**config.mk**
```make
export PLATFORM = sky130hd
export DESIGN_NAME = prio_bypass_arb
export DESIGN_NICKNAME = d
export VERILOG_FILES = /design/src/rtl/prio_arb_pkg.sv /design/src/rtl/prio_lvl_map.sv /design/src/rtl/prio_port_pick.sv /design/src/rtl/prio_bypass_ctr.sv /design/src/rtl/prio_bypass_arb.sv
export SDC_FILE = /design/constraint.sdc
export NUM_CORES = 1
export LEC_CHECK = 0
export BUFFER_PORTS_ARGS = -buffer_cell sky130_fd_sc_hd__buf_4
export CORE_AREA = 10 10 48 57
export CTS_CLUSTER_DIAMETER = 60
export DETAILED_ROUTE_END_ITERATION = 8
export DIE_AREA = 0 0 58 67
export PLACE_DENSITY = 0.78
export SLEW_MARGIN = 20
export SYNTH_ARGS = -nofsm -noshare
export SYNTH_HDL_FRONTEND = slang
export SYNTH_SLANG_ARGS = --single-unit
```
**constraint.sdc**
```tcl
create_clock -name clk_i -period 5.55 [get_ports clk_i]
set_input_delay 0.2775 -clock clk_i [delete_from_list [all_inputs] [get_ports clk_i]]
set_output_delay 0.2775 -clock clk_i [all_outputs]
set_load 0.05 [all_outputs]
```
**src/rtl/prio_arb_pkg.sv**
```systemverilog
package prio_arb_pkg;

   localparam int NUM_LVL = 3;

   typedef enum logic [1:0] {
      LVL_LOW  = 2'd0,
      LVL_MED  = 2'd1,
      LVL_HIGH = 2'd2
   } lvl_e;

   typedef enum logic [1:0] {
      TY_OTHER   = 2'd0,
      TY_CPU_RD  = 2'd1,
      TY_WR_PLAIN = 2'd2,
      TY_WR_ISO  = 2'd3
   } src_ty_e;

   // Policy bits; bit 0 is the lowest bit of the configuration word.
   typedef struct packed {
      logic iso_to_low;    // bit 3, only acts together with bit 2
      logic iso_not_high;  // bit 2
      logic plain_raise;   // bit 1
      logic cpu_rd_high;   // bit 0
   } map_cfg_t;

   function automatic lvl_e map_level(input src_ty_e ty, input map_cfg_t c);
      lvl_e l;
      unique case (ty)
         TY_CPU_RD:   l = c.cpu_rd_high ? LVL_HIGH : LVL_MED;
         TY_WR_PLAIN: l = c.plain_raise ? LVL_MED : LVL_LOW;
         TY_WR_ISO: begin
            if (!c.iso_not_high)   l = LVL_HIGH;
            else if (c.iso_to_low) l = LVL_LOW;
            else                   l = LVL_MED;
         end
         default:     l = LVL_MED;
      endcase
      return l;
   endfunction

endpackage

```
**src/rtl/prio_lvl_map.sv**
```systemverilog
module prio_lvl_map
   import prio_arb_pkg::*;
#(
   parameter int NUM_PORTS = 3
) (
   input  logic [NUM_PORTS-1:0]                req_vld_i,
   input  logic [2*NUM_PORTS-1:0]              req_typ_i,
   input  map_cfg_t                            map_cfg_i,
   output logic [NUM_LVL-1:0][NUM_PORTS-1:0]   lvl_mask_o
);

   lvl_e port_lvl [NUM_PORTS];

   for (genvar p = 0; p < NUM_PORTS; p++) begin : g_port
      assign port_lvl[p] = map_level(src_ty_e'(req_typ_i[2*p +: 2]), map_cfg_i);
   end

   always_comb begin
      lvl_mask_o = '0;
      for (int l = 0; l < NUM_LVL; l++) begin
         for (int p = 0; p < NUM_PORTS; p++) begin
            lvl_mask_o[l][p] = req_vld_i[p] && (port_lvl[p] == lvl_e'(l));
         end
      end
   end

endmodule

```
**src/rtl/prio_port_pick.sv**
```systemverilog
module prio_port_pick #(
   parameter int NUM_PORTS = 3,
   localparam int PORT_W = (NUM_PORTS > 1) ? $clog2(NUM_PORTS) : 1
) (
   input  logic [NUM_PORTS-1:0] mask_i,
   output logic                 found_o,
   output logic [PORT_W-1:0]    idx_o
);

   assign found_o = |mask_i;

   always_comb begin
      idx_o = '0;
      for (int p = NUM_PORTS - 1; p >= 0; p--) begin
         if (mask_i[p]) idx_o = PORT_W'(p);
      end
   end

endmodule

```
**src/rtl/prio_bypass_ctr.sv**
```systemverilog
module prio_bypass_ctr #(
   parameter int CNT_W = 2
) (
   input  logic             clk_i,
   input  logic             rst_ni,
   input  logic [CNT_W-1:0] lim_i,
   input  logic             upper_wait_i,
   input  logic             lower_wait_i,
   input  logic             upper_won_i,
   input  logic             lower_won_i,
   output logic             yield_o
);

   localparam logic [CNT_W-1:0] CNT_MAX = '1;

   logic [CNT_W-1:0] cnt_q, cnt_d;

   assign yield_o = upper_wait_i && lower_wait_i && (cnt_q >= lim_i);

   always_comb begin
      cnt_d = cnt_q;
      if (lower_won_i || !lower_wait_i)           cnt_d = '0;
      else if (upper_won_i && cnt_q != CNT_MAX)   cnt_d = cnt_q + 1'b1;
   end

   always_ff @(posedge clk_i or negedge rst_ni) begin
      if (!rst_ni) cnt_q <= '0;
      else         cnt_q <= cnt_d;
   end

   // at the limit the upper level must not win while lower work waits
   a_r6_r7_no_pass_at_limit: assert property (@(posedge clk_i) disable iff (!rst_ni)
      (upper_wait_i && lower_wait_i && cnt_q >= lim_i) |-> !upper_won_i);

   // serving the lower level restarts the count
   a_r8_clear_on_lower: assert property (@(posedge clk_i) disable iff (!rst_ni)
      lower_won_i |=> (cnt_q == '0));

   // an empty lower level restarts the count
   a_r8_clear_on_empty: assert property (@(posedge clk_i) disable iff (!rst_ni)
      !lower_wait_i |=> (cnt_q == '0));

endmodule

```
**src/rtl/prio_bypass_arb.sv**
```systemverilog
module prio_bypass_arb
   import prio_arb_pkg::*;
#(
   parameter int NUM_PORTS = 3,
   parameter int CNT_W     = 2,
   localparam int PORT_W   = (NUM_PORTS > 1) ? $clog2(NUM_PORTS) : 1,
   localparam int CFG_W    = 4 + 2 * CNT_W
) (
   input  logic                   clk_i,
   input  logic                   rst_ni,
   input  logic [CFG_W-1:0]       cfg_i,
   input  logic [NUM_PORTS-1:0]   req_vld_i,
   input  logic [2*NUM_PORTS-1:0] req_typ_i,
   output logic [NUM_PORTS-1:0]   req_rdy_o,
   output logic                   gnt_vld_o,
   output logic [PORT_W-1:0]      gnt_port_o,
   output logic [1:0]             gnt_lvl_o
);

   if (NUM_PORTS < 1) begin : g_chk_ports
      $error("prio_bypass_arb: NUM_PORTS must be at least 1");
   end
   if (CNT_W < 1 || CNT_W > 8) begin : g_chk_cnt
      $error("prio_bypass_arb: CNT_W must be within 1..8");
   end

   map_cfg_t         map_cfg;
   logic [CNT_W-1:0] med_lim, hi_lim;

   assign map_cfg = map_cfg_t'(cfg_i[3:0]);
   assign med_lim = cfg_i[4 +: CNT_W];
   assign hi_lim  = cfg_i[4 + CNT_W +: CNT_W];

   logic [NUM_LVL-1:0][NUM_PORTS-1:0] lvl_mask;
   logic [NUM_LVL-1:0]                lvl_found;
   logic [PORT_W-1:0]                 lvl_idx [NUM_LVL];

   prio_lvl_map #(.NUM_PORTS(NUM_PORTS)) u_map (
      .req_vld_i  (req_vld_i),
      .req_typ_i  (req_typ_i),
      .map_cfg_i  (map_cfg),
      .lvl_mask_o (lvl_mask)
   );

   for (genvar l = 0; l < NUM_LVL; l++) begin : g_pick
      prio_port_pick #(.NUM_PORTS(NUM_PORTS)) u_pick (
         .mask_i  (lvl_mask[l]),
         .found_o (lvl_found[l]),
         .idx_o   (lvl_idx[l])
      );
   end

   logic hv, mv, lv;
   assign hv = lvl_found[LVL_HIGH];
   assign mv = lvl_found[LVL_MED];
   assign lv = lvl_found[LVL_LOW];

   logic hi_yield, med_yield;
   lvl_e sel;
   logic any;

   always_comb begin
      any = hv | mv | lv;
      if (hv && !hi_yield)       sel = LVL_HIGH;
      else if (mv && !med_yield) sel = LVL_MED;
      else if (lv)               sel = LVL_LOW;
      else if (mv)               sel = LVL_MED;
      else if (hv)               sel = LVL_HIGH;
      else                       sel = LVL_LOW;
   end

   logic won_hi, won_med, won_low;
   assign won_hi  = any && (sel == LVL_HIGH);
   assign won_med = any && (sel == LVL_MED);
   assign won_low = any && (sel == LVL_LOW);

   prio_bypass_ctr #(.CNT_W(CNT_W)) u_ctr_hi (
      .clk_i        (clk_i),
      .rst_ni       (rst_ni),
      .lim_i        (hi_lim),
      .upper_wait_i (hv),
      .lower_wait_i (mv | lv),
      .upper_won_i  (won_hi),
      .lower_won_i  (won_med | won_low),
      .yield_o      (hi_yield)
   );

   prio_bypass_ctr #(.CNT_W(CNT_W)) u_ctr_med (
      .clk_i        (clk_i),
      .rst_ni       (rst_ni),
      .lim_i        (med_lim),
      .upper_wait_i (mv),
      .lower_wait_i (lv),
      .upper_won_i  (won_med),
      .lower_won_i  (won_low),
      .yield_o      (med_yield)
   );

   assign gnt_vld_o  = any;
   assign gnt_lvl_o  = any ? sel : LVL_LOW;
   assign gnt_port_o = any ? lvl_idx[sel] : '0;

   always_comb begin
      for (int p = 0; p < NUM_PORTS; p++) begin
         req_rdy_o[p] = any && (gnt_port_o == PORT_W'(p));
      end
   end

   // at most one port is granted, and only a port that asked
   a_r5_onehot: assert property (@(posedge clk_i) disable iff (!rst_ni)
      $onehot0(req_rdy_o));
   a_r5_rdy_needs_vld: assert property (@(posedge clk_i) disable iff (!rst_ni)
      (req_rdy_o & ~req_vld_i) == '0);
   // a grant exactly when something is valid
   a_r10_idle: assert property (@(posedge clk_i) disable iff (!rst_ni)
      !(|req_vld_i) |-> !gnt_vld_o);
   a_r10_busy: assert property (@(posedge clk_i) disable iff (!rst_ni)
      (|req_vld_i) |-> gnt_vld_o);
   // a yielding high level hands its grant below high
   a_r9_yield_goes_down: assert property (@(posedge clk_i) disable iff (!rst_ni)
      hi_yield |-> (gnt_lvl_o != 2'd2));

endmodule

```
Word level (Yosys, flattened, before mapping) --
Cells that the tools add are included.
Word-level totals: word-level logic and storage cells 102, bits of input ports 19, register bits 4
Cells by class: order comparisons 3, reduce and logical (&&, ||, !) cells 39, multiplexer cells 30, $add $sub $neg 2, equal/unequal tests 21, bitwise logic cells 5
Operator list (count):
- 2-bit two-way mux | 24
- 1-bit logical AND | 23
- 2-bit equality test, second input constant | 11
- 2-bit case mux with 3 select lines | 3
- 2-bit by 1-bit equality test with 1-bit output, second input constant | 8
- 2-bit zero test | 5
- 3-bit OR reduction | 3
- 2-bit by 1-bit adder with 2-bit output, second input constant | 2
- 2-bit binary-select mux with 2-bit select | 1
- 2-bit greater-or-equal comparator | 2
- 1-bit zero test | 4
- 2-bit != test, second input constant | 2
- 1-bit bitwise OR | 4
- 2-bit nonzero test | 2
- 3-bit greater-or-equal comparator, second input constant | 1
- 2-bit NOT with 3-bit output | 1
- 1-bit logical OR | 2
- 1-bit two-way mux | 2

Logic depth before layout (Yosys ltp) --
word-level depth 19, gate-level depth with buffers 9

Hierarchy --
Synthesis repeated with hierarchy kept, for this count alone.
Unflattened totals: cell total of the unflattened synthesis 105, area total of the unflattened synthesis 834.6 µm²
Modules (own cells, without submodules):
- prio_bypass_ctr | area an instance 166.4 µm², cells each 18, seq. area each 50.0 µm², instances 2
- prio_lvl_map | area an instance 254.0 µm², cells each 32, seq. area each 0.0 µm², instances 1
- prio_bypass_arb | area an instance 187.7 µm², cells each 28, seq. area each 0.0 µm², instances 1
- prio_port_pick | area an instance 20.0 µm², cells each 3, seq. area each 0.0 µm², instances 3

Least setup slack after synthesis --
Ideal clock, no wire load.
path type reg-to-output, from register u_ctr_hi.cnt_q[0], to output req_rdy_o[0], required time 5.273 ns, cell stages (with the launch flop) 10, arrival time 2.539 ns, path slack 2.733 ns, cells stage by stage dfrtp_1 > inv_1 > ha_1 > nand2b_1 > a21oi_1 > o22ai_1 > a2bb2oi_2 > buf_4 > o31a_1 > nor3b_2
On the way: longest elaborated chain between the ends 12
Ends and longest elaborated chain:
- start: declaration | line prio_bypass_ctr.sv:16 | logic [CNT_W-1:0] cnt_q, cnt_d;
- start signal: assignment | line prio_bypass_ctr.sv:28 | else cnt_q <= cnt_d;
- 2-bit greater-or-equal comparator | line prio_bypass_ctr.sv:18 | assign yield_o = upper_wait_i && lower_wait_i && (cnt_q >= lim_i);
- 1-bit logical AND | line prio_bypass_ctr.sv:18
- 1-bit zero test | line prio_bypass_arb.sv:64 | if (hv && !hi_yield) sel = LVL_HIGH;
- 1-bit logical AND | line prio_bypass_arb.sv:64
- 2-bit two-way mux | line prio_bypass_arb.sv:64
- 2-bit NOT with 3-bit output (not written as such) | line prio_bypass_arb.sv:101 | assign gnt_port_o = any ? lvl_idx[sel] : '0;
- 2-bit binary-select mux with 2-bit select | line prio_bypass_arb.sv:101
- 2-bit two-way mux (not written as such) (2 in series) | line prio_bypass_arb.sv:101
- 2-bit two-way mux | line prio_bypass_arb.sv:101
- named net gnt_port_o[1] | line prio_bypass_arb.sv:16 | output logic [PORT_W-1:0] gnt_port_o,
- 2-bit zero test | line prio_bypass_arb.sv:105 | req_rdy_o[p] = any && (gnt_port_o == PORT_W'(p));
- 1-bit logical AND | line prio_bypass_arb.sv:105
- end: declaration | line prio_bypass_arb.sv:14 | output logic [NUM_PORTS-1:0] req_rdy_o,
The timed path passes the listed nets, and every way through them passes these cells. The select of a mux whose other input is x is not followed.

Worst setup path in the final report --
from register u_ctr_hi.cnt_q[0], to output req_rdy_o[0]
On the way: longest elaborated chain between the ends 12
Ends and longest elaborated chain (line):
- 2-bit greater-or-equal comparator | prio_bypass_ctr.sv:18
- 1-bit logical AND | prio_bypass_ctr.sv:18
- 1-bit zero test | prio_bypass_arb.sv:64
- 1-bit logical AND | prio_bypass_arb.sv:64
- 2-bit two-way mux | prio_bypass_arb.sv:64
- 2-bit NOT with 3-bit output (not written as such) | prio_bypass_arb.sv:101
- 2-bit binary-select mux with 2-bit select | prio_bypass_arb.sv:101
- 2-bit two-way mux (not written as such) (2 in series) | prio_bypass_arb.sv:101
- 2-bit two-way mux | prio_bypass_arb.sv:101
- 2-bit zero test | prio_bypass_arb.sv:105
- 1-bit logical AND | prio_bypass_arb.sv:105
No other way between the ends. The select of a mux whose other input is x is not followed.

==> out/results.tsv <==
stage	metric	value	unit
synthesis	count of different cell masters after synthesis	45	
worst_setup_path	top fanout value on the critical path	11	
sta	Worst slew margin	68.8	%
cells_and_area	post-layout net count	156	
sta	period utilisation layout	50.0	%
detailed_routing	per-cell routed wire length	15.7	microns
sta	clock period minus worst slack	2780	ps
die	starting density of the core	52.1	%
detailed_routing	number of search-and-repair iterations in the first detailed-routing pass	4	
global_routing	Tot GR Track Use	11.9	%
clock_network	Root Driver	sky130_fd_sc_hd__clkbuf_4	
global_routing	GR Overflow Total	0	
synthesis	total standard cell area after synthesis	856	sq um
synthesis	Avg Inst Size Synth	8.56	sq um
power_and_ir_drop	largest voltage drop on the vdd net	85.0	uV
global_routing	GRT Max-Usage Layer	met2	
clock_network	number of buffers inserted during clock tree synthesis	3	
outcome	result of the run	finished clean	
worst_setup_path	chain of cells forming the critical path	inv_1, ha_1, nand2b_1, a21oi_1, o22ai_1, a2bb2oi_2, o31a_1, nor3b_2, buf_4	
place	placed cell count	143	
clock_network	number of cells upsized or downsized after cts	0	
worst_setup_path	sort of element at the end of the critical path	output port	
cells_and_area	fraction of layout instances using a drive strength above 1	32.6	%
global_routing	global-route wire length before repair	3840	microns
clock_network	postcts setup bufs	0	
run	number of max-capacitance violations reported	0	
detailed_routing	number of remaining DRC errors	0	
synthesis	fraction of post-synthesis cell area in the top cell type by area	11.7	%
synthesis	cell count after synthesis	100	
sta	Clock Skews	4.77	ps
power_and_ir_drop	Power Density	192	nW/um^2
die	die span in x	58	microns
global_routing	antenna violations before repair	0	
sta	hold violation total from the final report	0	
worst_setup_path	Largest stage delay, worst path	420	ps
worst_setup_path	data arrival time of the critical path	2500	ps
synthesis	number of warnings issued by yosys	0	
clock_network	number of clock sinks seen by CTS	4	
clock_network	deepest level of the CTS H-tree	1	
global_routing	GRT met3 Usage	2.66	%
die	number of placement rows	16	
sta	transition time of the tightest slew-check pin	468	ps
worst_setup_path	gate family responsible for the most delay along the worst path	compound AO/OA/AOI/OAI gates	
min_path	Hold WC Path Type	primary input to async pin	
die	# IOs	27	
worst_setup_path	crit path buf inv count	2	
synthesis	library cell with the largest summed area after synthesis	sky130_fd_sc_hd__dfrtp_1	
sta	unrepaired setup endpoints after global routing	no	
die	Die ar.	3890	sq um
cells_and_area	post-layout instance area	1100	sq um
cells_and_area	Antenna Cells	0	
global_routing	global routing usage on met1	12.7	%
sta	setup-violating endpoint count in the final report	0	
global_routing	maximum number of pins on one net before global-route repair	12	
worst_setup_path	startpoint-to-endpoint class of the critical path	flip-flop to output port	
sta	fin. max-slew vios	0	
die	Die Height	67	microns
synthesis	syn_nets	125	
cells_and_area	post-synthesis to final-layout area growth	28.4	%
sta	Sum Neg Setup Slack	0	ps
global_routing	met2 demand-to-capacity share in global routing	21.9	%
die	core area	1640	sq um
place	Port Buffers	26	
global_routing	via count of the first global-routing pass	902	
power_and_ir_drop	leakage power	0.477	nW
clock_network	clock latency of the later-clocked register in the worst-skew pair	240	ps
worst_setup_path	slack of the worst reg-to-reg path	3310	ps
place	area after detailed placement	1070	sq um
synthesis	register bit count reported by yosys	4	
detailed_routing	total detailed-routing wirelength	2320	microns
cells_and_area	utilization after layout	66.9	%
clock_network	CTS Hold Buffers Added	1	
place	HPWL after detailed placement	2020	microns
worst_setup_path	crit path launch type	flip-flop	
sta	maximum clock rate	360	MHz
synthesis	cells taking the most area after synthesis	sky130_fd_sc_hd__dfrtp_1, sky130_fd_sc_hd__ha_1, sky130_fd_sc_hd__a31oi_4	
detailed_routing	via/cell ratio	6.03	
clock_network	clock-pin slew on the worst setup and hold paths	40	ps
clock_network	Longest Clk Path Bufs	2	
place	last weighted congestion value of the routability-driven placer	0.835	
synthesis	sequential area share after synthesis	11.7	%
worst_setup_path	required time at the worst-slack endpoint	5270	ps
detailed_routing	total via count in the routed design	887	
detailed_routing	number of antenna-violating nets in the routed design	0	
detailed_routing	1st-iter DRT viols	13	
worst_setup_path	Crit-path slowest cell	sky130_fd_sc_hd__a2bb2oi_2	
cells_and_area	non-filler instance count after layout	147	
clock_network	CTS tree	built	
[routing by layer]
layer,vias up,wire (microns)
li1,456,-
met1,401,933
met2,26,1190
met3,4,156
met4,0,32
met5,-,0
[cell families (layout without fill, tap and decap cells)]
group                      after synthesis  in the layout  synth area share [%]
muxes                                    3              3                  3.51
adders and majority gates                6              6                  8.77
DFF                                      4              4                  11.7
and+or+nand+nor                         45             45                  35.5
AOI/OAI and AO/OA                       31             31                  34.7
buffers and inverters                   10             39                  4.82
xor gates and xnor gates                 1              1                  1.02
[report_power, final]
part | switching [mW] | internal, mW | total (mW)
Clock | 0.0133 | 0.0243 | 0.0376
Sequential | 0.00233 | 0.0316 | 0.0339
Combinational | 0.0862 | 0.0533 | 0.139
Total | 0.102 | 0.109 | 0.211
[final cells by class]
class                           count  area, sq um
Clock buffer                        3         22.5
Timing Repair Buffer               27          205
Fill cell                         158          543
Multi-Input combinational cell     86          714
Inverter                            9         33.8
Sequential cell                     4          100
Tap cell                           18         22.5
[registers in the layout, summed over array words and instances (netlist names)]
name and flops:
u_ctr_hi.cnt_q 2, u_ctr_med.cnt_q 2
[placed cells by master (no fill, tap or decap), drive strengths merged, types with 2 or more instances in the layout]
master | synthesis | routed
clkbuf | 0 | 3
nor4 | 3 | 3
nand4 | 3 | 3
or2 | 3 | 3
nor2b | 3 | 3
a32oi | 2 | 2
nand2b | 6 | 6
a221oi | 2 | 2
nor3 | 3 | 3
a32o | 2 | 2
a22oi | 2 | 2
and2 | 2 | 2
nor3b | 3 | 3
a31oi | 4 | 4
o22ai | 2 | 2
mux2i | 3 | 3
inv | 9 | 9
nand2 | 10 | 10
nand3b | 3 | 3
nor2 | 2 | 2
o311ai | 5 | 5
o31a | 2 | 2
buf | 1 | 26
dfrtp | 4 | 4
a21oi | 4 | 4
ha | 6 | 6
[cells in the mapped netlist (all sizes together)]
cell and number:
o2bb2ai 1, a2bb2oi 1, a221oi 2, o211ai 1, nor4 3, a32o 2, mux2i 3, nor2b 3
o22ai 2, nand2 10, ha 6, o311ai 5, o31ai 1, o31a 2, and4 1, nand2b 6
and3 1, buf 1, nand3b 3, a22oi 2, nor3 3, dfrtp 4, and3b 1, a31oi 4
nor2 2, inv 9, a211o 1, xor2 1, or2 3, nand4 3, a21boi 1, a21oi 4
nor3b 3, and2 2, a32oi 2, nand3 1
[final timing paths]
check,start,cells after the start,to
worst max-delay path,u_ctr_hi.cnt_q[0],9,req_rdy_o[0]
worst min-delay path,rst_ni,2,u_ctr_med.cnt_q[1]
worst max register to register,u_ctr_hi.cnt_q[0],8,u_ctr_med.cnt_q[0]
worst min register to register,u_ctr_med.cnt_q[0],2,u_ctr_med.cnt_q[0]
max in group asynchronous,rst_ni,2,u_ctr_hi.cnt_q[1]
min in group clk_i,u_ctr_med.cnt_q[0],2,u_ctr_med.cnt_q[0]
[worst register-to-register path, delay by kind of cell (launching register included)]
kind / cells / cell delay (ps)
muxes: 1 / 170
and+or+nand+nor: 1 / 140
buffers and inverters: 1 / 60
adders and majority gates: 1 / 270
AOI/OAI and AO/OA: 4 / 1140
DFF: 1 / 390
[stage by stage]
stage          hold WS (ps)  worst slack, ps  total power [mW]
3_5_place_dp           77.2             3060             0.173
2_1_floorplan         -18.1             2730             0.132
4_1_cts                 373             2780             0.212
5_1_grt                 385             2570             0.226
3_3_place_gp           75.9             3150             0.170
6_report                369             2770             0.211
No activity file was read; power rests on OpenSTA's default activity.
